`config.mk`:
```
export PLATFORM = sky130hd
export DESIGN_NAME = pin_irq_ctrl
export DESIGN_NICKNAME = d
export VERILOG_FILES = /design/src/rtl/pin_irq_pkg.sv /design/src/rtl/pin_sync.sv /design/src/rtl/pin_edge_detect.sv /design/src/rtl/pin_irq_ctrl.sv
export SDC_FILE = /design/constraint.sdc
export NUM_CORES = 1
export LEC_CHECK = 0
export CORE_MARGIN = 1.5
export CORE_UTILIZATION = 40
export CTS_CLUSTER_DIAMETER = 100
export CTS_CLUSTER_SIZE = 40
export DETAILED_ROUTE_END_ITERATION = 16
export GPL_TIMING_DRIVEN = 0
export PLACE_DENSITY = 0.76
export SLEW_MARGIN = 20
export SYNTH_ARGS = -nofsm -noshare
export SYNTH_HDL_FRONTEND = slang
export SYNTH_SLANG_ARGS = --single-unit
```
`constraint.sdc`:
```
create_clock -name clk -period 1.6 [get_ports clk]
set_input_delay 0.16 -clock clk [delete_from_list [all_inputs] [get_ports clk]]
set_output_delay 0.16 -clock clk [all_outputs]
set_load 0.03 [all_outputs]
```
`src/rtl/pin_irq_pkg.sv`:
```
package pin_irq_pkg;
  typedef enum logic [1:0] {
    EDGE_OFF  = 2'b00,
    EDGE_RISE = 2'b01,
    EDGE_FALL = 2'b10,
    EDGE_BOTH = 2'b11
  } edge_mode_e;

  localparam int MODE_W = 2;

  localparam logic [1:0] RA_MODE = 2'd0;
  localparam logic [1:0] RA_EN   = 2'd1;
  localparam logic [1:0] RA_FLAG = 2'd2;
endpackage

```
`src/rtl/pin_sync.sv`:
```
module pin_sync #(
  parameter int WIDTH  = 2,
  parameter int STAGES = 2
) (
  input  logic             clk,
  input  logic             rst_n,
  input  logic [WIDTH-1:0] d_i,
  output logic [WIDTH-1:0] q_o
);
  logic [STAGES-1:0][WIDTH-1:0] chain_q;

  always_ff @(posedge clk or negedge rst_n) begin
    if (!rst_n) chain_q[0] <= '0;
    else        chain_q[0] <= d_i;
  end

  for (genvar s = 1; s < STAGES; s++) begin : g_stage
    always_ff @(posedge clk or negedge rst_n) begin
      if (!rst_n) chain_q[s] <= '0;
      else        chain_q[s] <= chain_q[s-1];
    end
  end

  assign q_o = chain_q[STAGES-1];
endmodule

```
`src/rtl/pin_edge_detect.sv`:
```
module pin_edge_detect
  import pin_irq_pkg::*;
#(
  parameter int NCH = 2
) (
  input  logic                clk,
  input  logic                rst_n,
  input  logic [NCH-1:0]      level_i,
  input  logic [NCH*MODE_W-1:0] mode_i,
  output logic [NCH-1:0]      hit_o,
  output logic [NCH-1:0]      change_o
);
  logic [NCH-1:0] prev_q;

  always_ff @(posedge clk or negedge rst_n) begin
    if (!rst_n) prev_q <= '0;
    else        prev_q <= level_i;
  end

  for (genvar i = 0; i < NCH; i++) begin : g_ch
    logic       rise, fall;
    edge_mode_e mode;
    assign rise = level_i[i] & ~prev_q[i];
    assign fall = ~level_i[i] & prev_q[i];
    assign mode = edge_mode_e'(mode_i[i*MODE_W +: MODE_W]);
    assign change_o[i] = rise | fall;
    always_comb begin
      unique case (mode)
        EDGE_RISE: hit_o[i] = rise;
        EDGE_FALL: hit_o[i] = fall;
        EDGE_BOTH: hit_o[i] = rise | fall;
        default:   hit_o[i] = 1'b0;
      endcase
    end
  end
endmodule

```
`src/rtl/pin_irq_ctrl.sv`:
```
module pin_irq_ctrl
  import pin_irq_pkg::*;
#(
  parameter int NCH         = 2,
  parameter int ADDR_W      = 2,
  parameter int DATA_W      = 8,
  parameter int SYNC_STAGES = 2,
  parameter int VEC_ADDR    = 8
) (
  input  logic              clk,
  input  logic              rst_n,
  input  logic [NCH-1:0]    pin_i,
  input  logic              sleep_i,
  input  logic              wr_en_i,
  input  logic [ADDR_W-1:0] addr_i,
  input  logic [DATA_W-1:0] wdata_i,
  output logic [DATA_W-1:0] rdata_o,
  output logic              vec_req_o,
  input  logic              vec_ack_i,
  output logic [DATA_W-1:0] vec_addr_o,
  output logic              wake_o
);
  localparam int CFG_W = NCH * MODE_W;
  localparam int GIE_B = DATA_W - 1;

  function automatic logic [CFG_W-1:0] mode_reset();
    logic [CFG_W-1:0] v;
    for (int i = 0; i < NCH; i++) v[i*MODE_W +: MODE_W] = EDGE_FALL;
    return v;
  endfunction

  logic [NCH-1:0]   level;
  logic [NCH-1:0]   edge_hit;
  logic [NCH-1:0]   edge_chg;
  logic [CFG_W-1:0] mode_q;
  logic [NCH-1:0]   en_q;
  logic             gie_q;
  logic [NCH-1:0]   flag_q;
  logic [NCH-1:0]   clr;
  logic             wr_mode, wr_en, wr_flag;
  logic             unused_wdata;

  assign unused_wdata = ^wdata_i;

  pin_sync #(.WIDTH(NCH), .STAGES(SYNC_STAGES)) u_sync (
    .clk   (clk),
    .rst_n (rst_n),
    .d_i   (pin_i),
    .q_o   (level)
  );

  pin_edge_detect #(.NCH(NCH)) u_edge (
    .clk      (clk),
    .rst_n    (rst_n),
    .level_i  (level),
    .mode_i   (mode_q),
    .hit_o    (edge_hit),
    .change_o (edge_chg)
  );

  assign wr_mode = wr_en_i && (addr_i == ADDR_W'(RA_MODE));
  assign wr_en   = wr_en_i && (addr_i == ADDR_W'(RA_EN));
  assign wr_flag = wr_en_i && (addr_i == ADDR_W'(RA_FLAG));
  assign clr     = wr_flag ? wdata_i[NCH-1:0] : '0;

  always_ff @(posedge clk or negedge rst_n) begin
    if (!rst_n) mode_q <= mode_reset();
    else if (wr_mode) mode_q <= wdata_i[CFG_W-1:0];
  end

  always_ff @(posedge clk or negedge rst_n) begin
    if (!rst_n) begin
      en_q  <= '0;
      gie_q <= 1'b0;
    end else begin
      if (wr_en) en_q <= wdata_i[NCH-1:0];
      if (vec_req_o && vec_ack_i) gie_q <= 1'b0;
      else if (wr_en)             gie_q <= wdata_i[GIE_B];
    end
  end

  always_ff @(posedge clk or negedge rst_n) begin
    if (!rst_n) flag_q <= '0;
    else        flag_q <= (flag_q & ~clr) | edge_hit;
  end

  always_comb begin
    rdata_o = '0;
    unique case (addr_i)
      ADDR_W'(RA_MODE): rdata_o[CFG_W-1:0] = mode_q;
      ADDR_W'(RA_EN): begin
        rdata_o[NCH-1:0] = en_q;
        rdata_o[GIE_B]   = gie_q;
      end
      ADDR_W'(RA_FLAG): rdata_o[NCH-1:0] = flag_q;
      default: rdata_o = '0;
    endcase
  end

  assign vec_req_o  = gie_q && !sleep_i && (|(flag_q & en_q));
  assign vec_addr_o = DATA_W'(VEC_ADDR);
  assign wake_o     = sleep_i && (|edge_chg);
endmodule

```
==> results of run 1 <==
==> layout make-up <==
type,count,area share
Buffer,11,0.07666
Timing Repair Buffer,21,0.1742
Sequential cell,15,0.3508
Clock inverter,1,0.004646
Clock buffer,3,0.02091
Inverter,6,0.02091
Tap cell,25,0.02904
Multi-Input combinational cell,49,0.3229
==> cells in the final DEF, fill, tap and decap left out, drive strengths merged, types with 2 or more instances in the layout <==
master / instances
buf: 16
dfrtp: 13
clkdlybuf4s50: 12
conb: 11
inv: 6
mux2: 6
mux2i: 5
nand2: 4
ha: 4
nor2: 3
clkbuf: 3
and2: 3
o21ai: 2
nand3: 2
a221o: 2
dlygate4sd2: 2
dfstp: 2
clkdlybuf4s15: 2
==> kinds of logic (layout without fill, tap and decap cells) <==
kind of cell,Yosys count,count (layout),share of synthesized area
DFF,15,15,0.4741
adders and majority gates,4,4,0.06280
and+or+nand+nor,16,16,0.1115
other,2,11,0.009423
buffers and inverters,17,42,0.1319
muxes,11,11,0.1476
AOI/OAI and AO/OA,7,7,0.06280
==> flip-flops by register name, indices dropped and copies added (netlist names) <==
name and flops:
flag_q 2, u_sync.chain_q 2, u_edge.prev_q 2, gie_q 1, en_q 2, u_sync.q_o 2
mode_q 4
==> Yosys cell counts, drive strengths merged, types with 2 or more instances <==
master,n
conb,2
buf,11
and2,3
inv,6
dfstp,2
o21ai,2
ha,4
a221o,2
nor2,3
nand2,4
mux2,6
nand3,2
dfrtp,13
mux2i,5
==> power by group <==
| part | internal [mW] | total (mW) | switching, mW |
|---|---|---|---|
| Clock | 0.0928 | 0.215 | 0.122 |
| Sequential | 0.442 | 0.492 | 0.0492 |
| Combinational | 0.136 | 0.285 | 0.150 |
| Total | 0.671 | 0.992 | 0.321 |
==> what timing repair did <==
action | CTS | global route
endpoints found under the setup margin | 7 | 6
endpoints found under the hold margin | 0 | 0
buffers inserted | 0 | 1
cloned | 0 | 0
resized for setup | 24 | 8
==> per-stage QoR <==
stage	cells	setup TNS [ns]	power, mW
CTS	130	0	1.013
floorplan	81	0	0.6837
global route	131	0	1.059
global placement	126	-1.624	0.7934
detailed placement	126	-1.717	0.8014
finish	131	0	0.9918
==> layer usage <==
layer  wire length [um]  global-route usage  vias to the layer above  part of all wire
li1                   -                   -                      287                 -
met1                630              0.1928                      268              0.45
met2                669              0.2135                       20              0.47
met3                 97             0.05660                        2             0.069
met4                 12             0.08108                        0            0.0085
met5                  0                   0                        -                 0
==> how the worst min path moves through the flow <==
stage | from | endpoint | slack [ns] | cells after the start
after detailed placement | u_sync.chain_q[1] | u_sync.q_o[1] | 0.34 | 0
after floorplan | rst_n | en_q[0] | -0.14 | 0
final | rst_n | u_edge.prev_q[0] | 0.26 | 1
after global routing | pin_i[1] | u_sync.chain_q[1] | 0.28 | 1
after CTS | rst_n | u_edge.prev_q[0] | 0.27 | 1
after global placement | u_sync.chain_q[1] | u_sync.q_o[1] | 0.34 | 0
==> flow_summary_export.csv, run 1 <==
group,metric,value,unit
synth,synth_top_area_cell,"dfrtp_1",
sta,clock.fmax,667.0,MHz
setup_path,cp_num_cells,4,
clock_network,cts-root-buf,"clkbuf_4",
floorplan,io_pins,35,
power,p_leak,0.5446,nW
setup_path,path_delay_family,"buffers and inverters",
drt,routed-via-count,577,
placed_design,hpwlAfterDp,1099,um
sta,hold_violations,0,
clock_network,cts_hold_buf,0,
sta,finClkSkew,0.002689,ns
drt,vias_per_cell,4.405,
placed_design,gp_congestion,0.7470,
run_status,status,"complete, no violations",
synth,synth_cell_type_count,22,
floorplan,die_h,47.64,um
final_layout,design_area,0.001077,mm^2
global_routing,antenna_found_initial,0,
run,max-cap-violations,0,
sta,slew_viol_final,0,
synth,synth_ff_type,"dfrtp_1",
power,power.density,920.7,mW/mm^2
synth,synth_edf_count,0,
clock_network,cts_buffers,3,
setup_path,start_kind,"primary input",
synth,synth_seq_cells,15,
setup_path,arrival,1.34,ns
floorplan,die_x,47.64,um
floorplan,die_area,0.002269,mm^2
placed_design,place_ws,-0.3756,ns
clock_network,clock-sinks,15,
synth,synthArstFlopShare,1.000,
drt,wirelength,1409,um
power,irDropWorstVdd,0.6246,mV
sta,finalCriticalPeriod,1.499,ns
setup_path,critPathLaunch,"addr_i[1]",
drt,dr.pass1.iters,3,
final_layout,syn_to_final_growth,35.16,%
clock_network,cts_tree,"done",
clock_network,clk_pin_slew,0.09,ns
sta,fin_crit_sh,0.9370,
placed_design,dpl_cell_area,0.001062,mm^2
setup_path,crit_path_end_kind,"primary output",
global_routing,grt_max_degree,16,
synth,netlist_top_cells_area,"dfrtp_1 41%, buf_4 10%, mux2_2 8.5%, dfstp_2 6.6%, ha_1 6.3%",
setup_path,r2r_end,"flag_q[1]",
floorplan,core-area,0.001802,mm^2
final_layout,num-fill-cells,165,
setup_path,worstPathRequired,1.44,ns
synth,yosysWarnings,0,
final_layout,drive_above_1_share,0.2736,
setup_path,worst-path-buf-inv,2,
min_path,hold_path_class,"in -> async",
sta,grt_setup_unrepaired,"false",
sta,layout_setup_ws,0.1008,ns
setup_path,crit_path_max_fanout,6,
global_routing,grt_pass1_vias,492,
final_layout,register_area,377.9,um^2
setup_path,path_class,"in -> out",
floorplan,num_rows,15,
clock_network,clock_path_buffers,2,
setup_path,path_cells,"clkdlybuf4s50_1 > nor2_1 > and2_1 > clkdlybuf4s15_1",
sta,slew_headroom,0.5738,
final_layout,final_util,0.5979,
setup_path,max_stage_delay,0.48,ns
setup_path,r2r_start,"u_sync.q_o[1]",
setup_path,cp-endpoint,"rdata_o[3]",
drt,wl_per_cell,10.76,um
global_routing,overflow,0,
final_layout,nets,128,
final_layout,multi_input_area,347.8,um^2
synth,synth_top_area_frac,0.4082,
sta,worst_hold_slack,0.2628,ns
global_routing,grt_usage,0.1482,
final_layout,antenna_cells,0,
drt,drc,0,
floorplan,start_util,0.4424,
sta,setup-violations-final,0,
drt,initialDrtViolationCount,4,
setup_path,r2r_cells,5,
setup_path,crit_slowest_cell,"clkdlybuf4s50_1",
clock_network,insertion_delay,0.28,ns
setup_path,r2r_slack,0.34,ns
synth,syn_area_per_cell,11.07,um^2
sta,tightest_slew,0.6372,ns
clock_network,htree_levels,1,
synth,syn_inst,72,
synth,seq_area_frac_synth,0.4741,
drt,ant_nets,0,
placed_design,io_buffers,20,
global_routing,grt_pass1_wl,2173,um
synth,synth_area,797.0,um^2
Power figures use the tool's default switching activity.
==> run 2, diff against run 1 <==
--- a/config.mk
+++ b/config.mk
@@ -11,7 +11,8 @@
 export CTS_CLUSTER_SIZE = 40
 export DETAILED_ROUTE_END_ITERATION = 16
 export GPL_TIMING_DRIVEN = 0
-export PLACE_DENSITY = 0.76
+export PLACE_DENSITY = 0.82
+export SETUP_SLACK_MARGIN = 0.2
 export SLEW_MARGIN = 20
 export SYNTH_ARGS = -nofsm -noshare
 export SYNTH_HDL_FRONTEND = slang
==> run 2 against run 1 <==
Net effect: power rose by 1.8%; clock-buffer cell count is 1 higher; critical path type is now reg -> out; clock power fell by 2%; sequential power fell by 0.8%; largest cell class is now multi-input combinational cells; critical endpoint is now wake_o; worst setup slack improved by 0.063 ns; register-to-register slack gained 0.02 ns; core utilization up 2.6 points; clock skew rose by 0.0036 ns; critical path depth unchanged; via count is 1.6% lower; combinational power up 8.8%; flip-flop and latch count unchanged.
==> flow_summary_export.csv, run 2 (synthesis results as in run 1) <==
group,metric,value,unit
global_routing,antenna_found_initial,0,
min_path,hold_path_class,"in -> async",
power,totalPowerFinal,1.009,mW
placed_design,hpwlAfterDp,1135,um
final_layout,antenna_cells,0,
floorplan,num_rows,15,
run_status,status,"complete, no violations",
global_routing,grt_pass1_vias,517,
final_layout,register_area,377.9,um^2
clock_network,cts_tree,"done",
floorplan,start_util,0.4424,
drt,drc,0,
clock_network,cts_buffers,3,
setup_path,start_kind,"register",
setup_path,r2r_end,"flag_q[1]",
sta,slew_headroom,0.5614,
setup_path,path_class,"reg -> out",
floorplan,die_area,0.002269,mm^2
power,irDropWorstVdd,0.5353,mV
placed_design,gp_congestion,0.7938,
placed_design,io_buffers,20,
setup_path,crit_path_end_kind,"primary output",
final_layout,largest-register,"mode_q",
final_layout,multi_input_area,381.6,um^2
setup_path,worst-path-buf-inv,2,
drt,initialDrtViolationCount,4,
setup_path,r2r_slack,0.36,ns
power,seqPwrFrac,0.484,
setup_path,crit_path_max_fanout,2,
floorplan,core-area,0.001802,mm^2
power,p_leak,0.5609,nW
sta,hold_violations,0,
setup_path,path_delay_family,"flip-flops",
drt,ant_nets,0,
sta,setup-violations-final,0,
floorplan,io_pins,35,
sta,setup_tns,0,ns
global_routing,grt_pass1_wl,2118,um
setup_path,path_cells,"inv_1 > ha_4 > a21boi_1 > buf_4",
clock_network,cts_hold_buf,0,
setup_path,max_stage_delay,0.39,ns
power,netSwitchingFraction,0.3138,
sta,slew_viol_final,0,
sta,tightest_slew,0.6558,ns
power,power.density,897.3,mW/mm^2
run,max-cap-violations,0,
power,power.share.clock,0.209,
global_routing,grt_usage,0.1359,
drt,vias_per_cell,4.271,
final_layout,final_common_cell,"buf_4",
clock_network,cts-root-buf,"clkbuf_4",
final_layout,num-fill-cells,161,
sta,finalCriticalPeriod,1.436,ns
setup_path,worstPathRequired,1.44,ns
setup_path,r2r_start,"u_sync.q_o[1]",
power,switching_power,316.7,uW
power,combPwrFrac,0.307,
setup_path,arrival,1.28,ns
drt,dr.pass1.iters,4,
sta,finClkSkew,0.006296,ns
floorplan,die_h,47.64,um
final_layout,drive_above_1_share,0.3519,
final_layout,syn_to_final_growth,41.13,%
clock_network,insertion_delay,0.28,ns
global_routing,grt_max_degree,16,
clock_network,clk_pin_slew,0.09,ns
sta,fin_crit_sh,0.8973,
power,p_int,692.6,uW
clock_network,htree_levels,1,
clock_network,clock-sinks,15,
drt,wl_per_cell,10.79,um
setup_path,crit_slowest_cell,"dfrtp_1",
final_layout,nets,130,
sta,clock.fmax,696.5,MHz
floorplan,die_x,47.64,um
drt,wirelength,1435,um
global_routing,overflow,0,
sta,grt_setup_unrepaired,"true",
setup_path,r2r_cells,5,
drt,routed-via-count,568,
final_layout,final_cell_mix,"17 x buf_4, 13 x dfrtp_1, 11 x conb_1, 11 x clkdlybuf4s50_1",
clock_network,clock_path_buffers,2,
final_layout,largest_reg_flops,4,
[run 2: power by group through the flow]
stage | Sequential (mW) | Combinational (mW) | Clock, mW
final | 0.488 | 0.310 | 0.211
after global routing | 0.498 | 0.336 | 0.224
after CTS | 0.489 | 0.297 | 0.215
after detailed placement | 0.497 | 0.307 | 0
after global placement | 0.494 | 0.301 | 0
after floorplan | 0.483 | 0.205 | 0
[run 2: layout make-up]
type	count	share of cell area
multi-input combinational	49	0.3393
sequential	15	0.3359
timing repair buffer	23	0.1802
buffer	11	0.07341
tap	25	0.02781
clock buffer	4	0.02336
inverter	6	0.02002
[run 2: worst max-delay path by stage]
stage | depth (start not counted) | start | slack, ns | endpoint
after floorplan | 3 | u_sync.q_o[1] | 0.26 | wake_o
after global placement | 5 | addr_i[0] | -0.36 | rdata_o[0]
after detailed placement | 5 | addr_i[0] | -0.37 | rdata_o[0]
after CTS | 4 | u_sync.q_o[1] | 0.11 | wake_o
after global routing | 4 | u_sync.q_o[1] | 0.10 | wake_o
final | 4 | u_sync.q_o[0] | 0.16 | wake_o
[run 2: worst register-to-register path, stage by stage (launching register included)]
cell	delay, ns
dfrtp_1	0.38
buf_4	0.14
ha_1	0.18
inv_1	0.04
mux2i_1	0.06
a221o_1	0.34
[run 2: repair_timing]
action | 4_1_cts | 5_1_grt
resized for setup | 39 | 5
setup endpoints to repair | 7 | 4
setup buffers | 2 | 1
pin swaps | 1 | 2
[run 2: metrics by stage]
stage | cells | setup slack [ns] | hold WS (ns) | utilization | instance area, um^2
detailed placement | 126 | -0.3703 | 0.3347 | 0.5924 | 1067
finish | 133 | 0.1643 | 0.2773 | 0.6243 | 1125
global route | 133 | 0.1025 | 0.3267 | 0.6243 | 1125
global placement | 126 | -0.3611 | 0.3373 | 0.5924 | 1067
CTS | 132 | 0.1141 | 0.3051 | 0.6035 | 1087
floorplan | 81 | 0.2607 | -0.1356 | - | 835.8
[run 2: per-layer routing]
| metal | wire length [um] | up-vias | track usage |
|---|---|---|---|
| met5 | 0 | - | 0 |
| met3 | 107 | 2 | 0.02264 |
| met4 | 15 | 0 | 0.06486 |
| li1 | - | 289 | - |
| met2 | 656 | 25 | 0.2324 |
| met1 | 656 | 252 | 0.1667 |
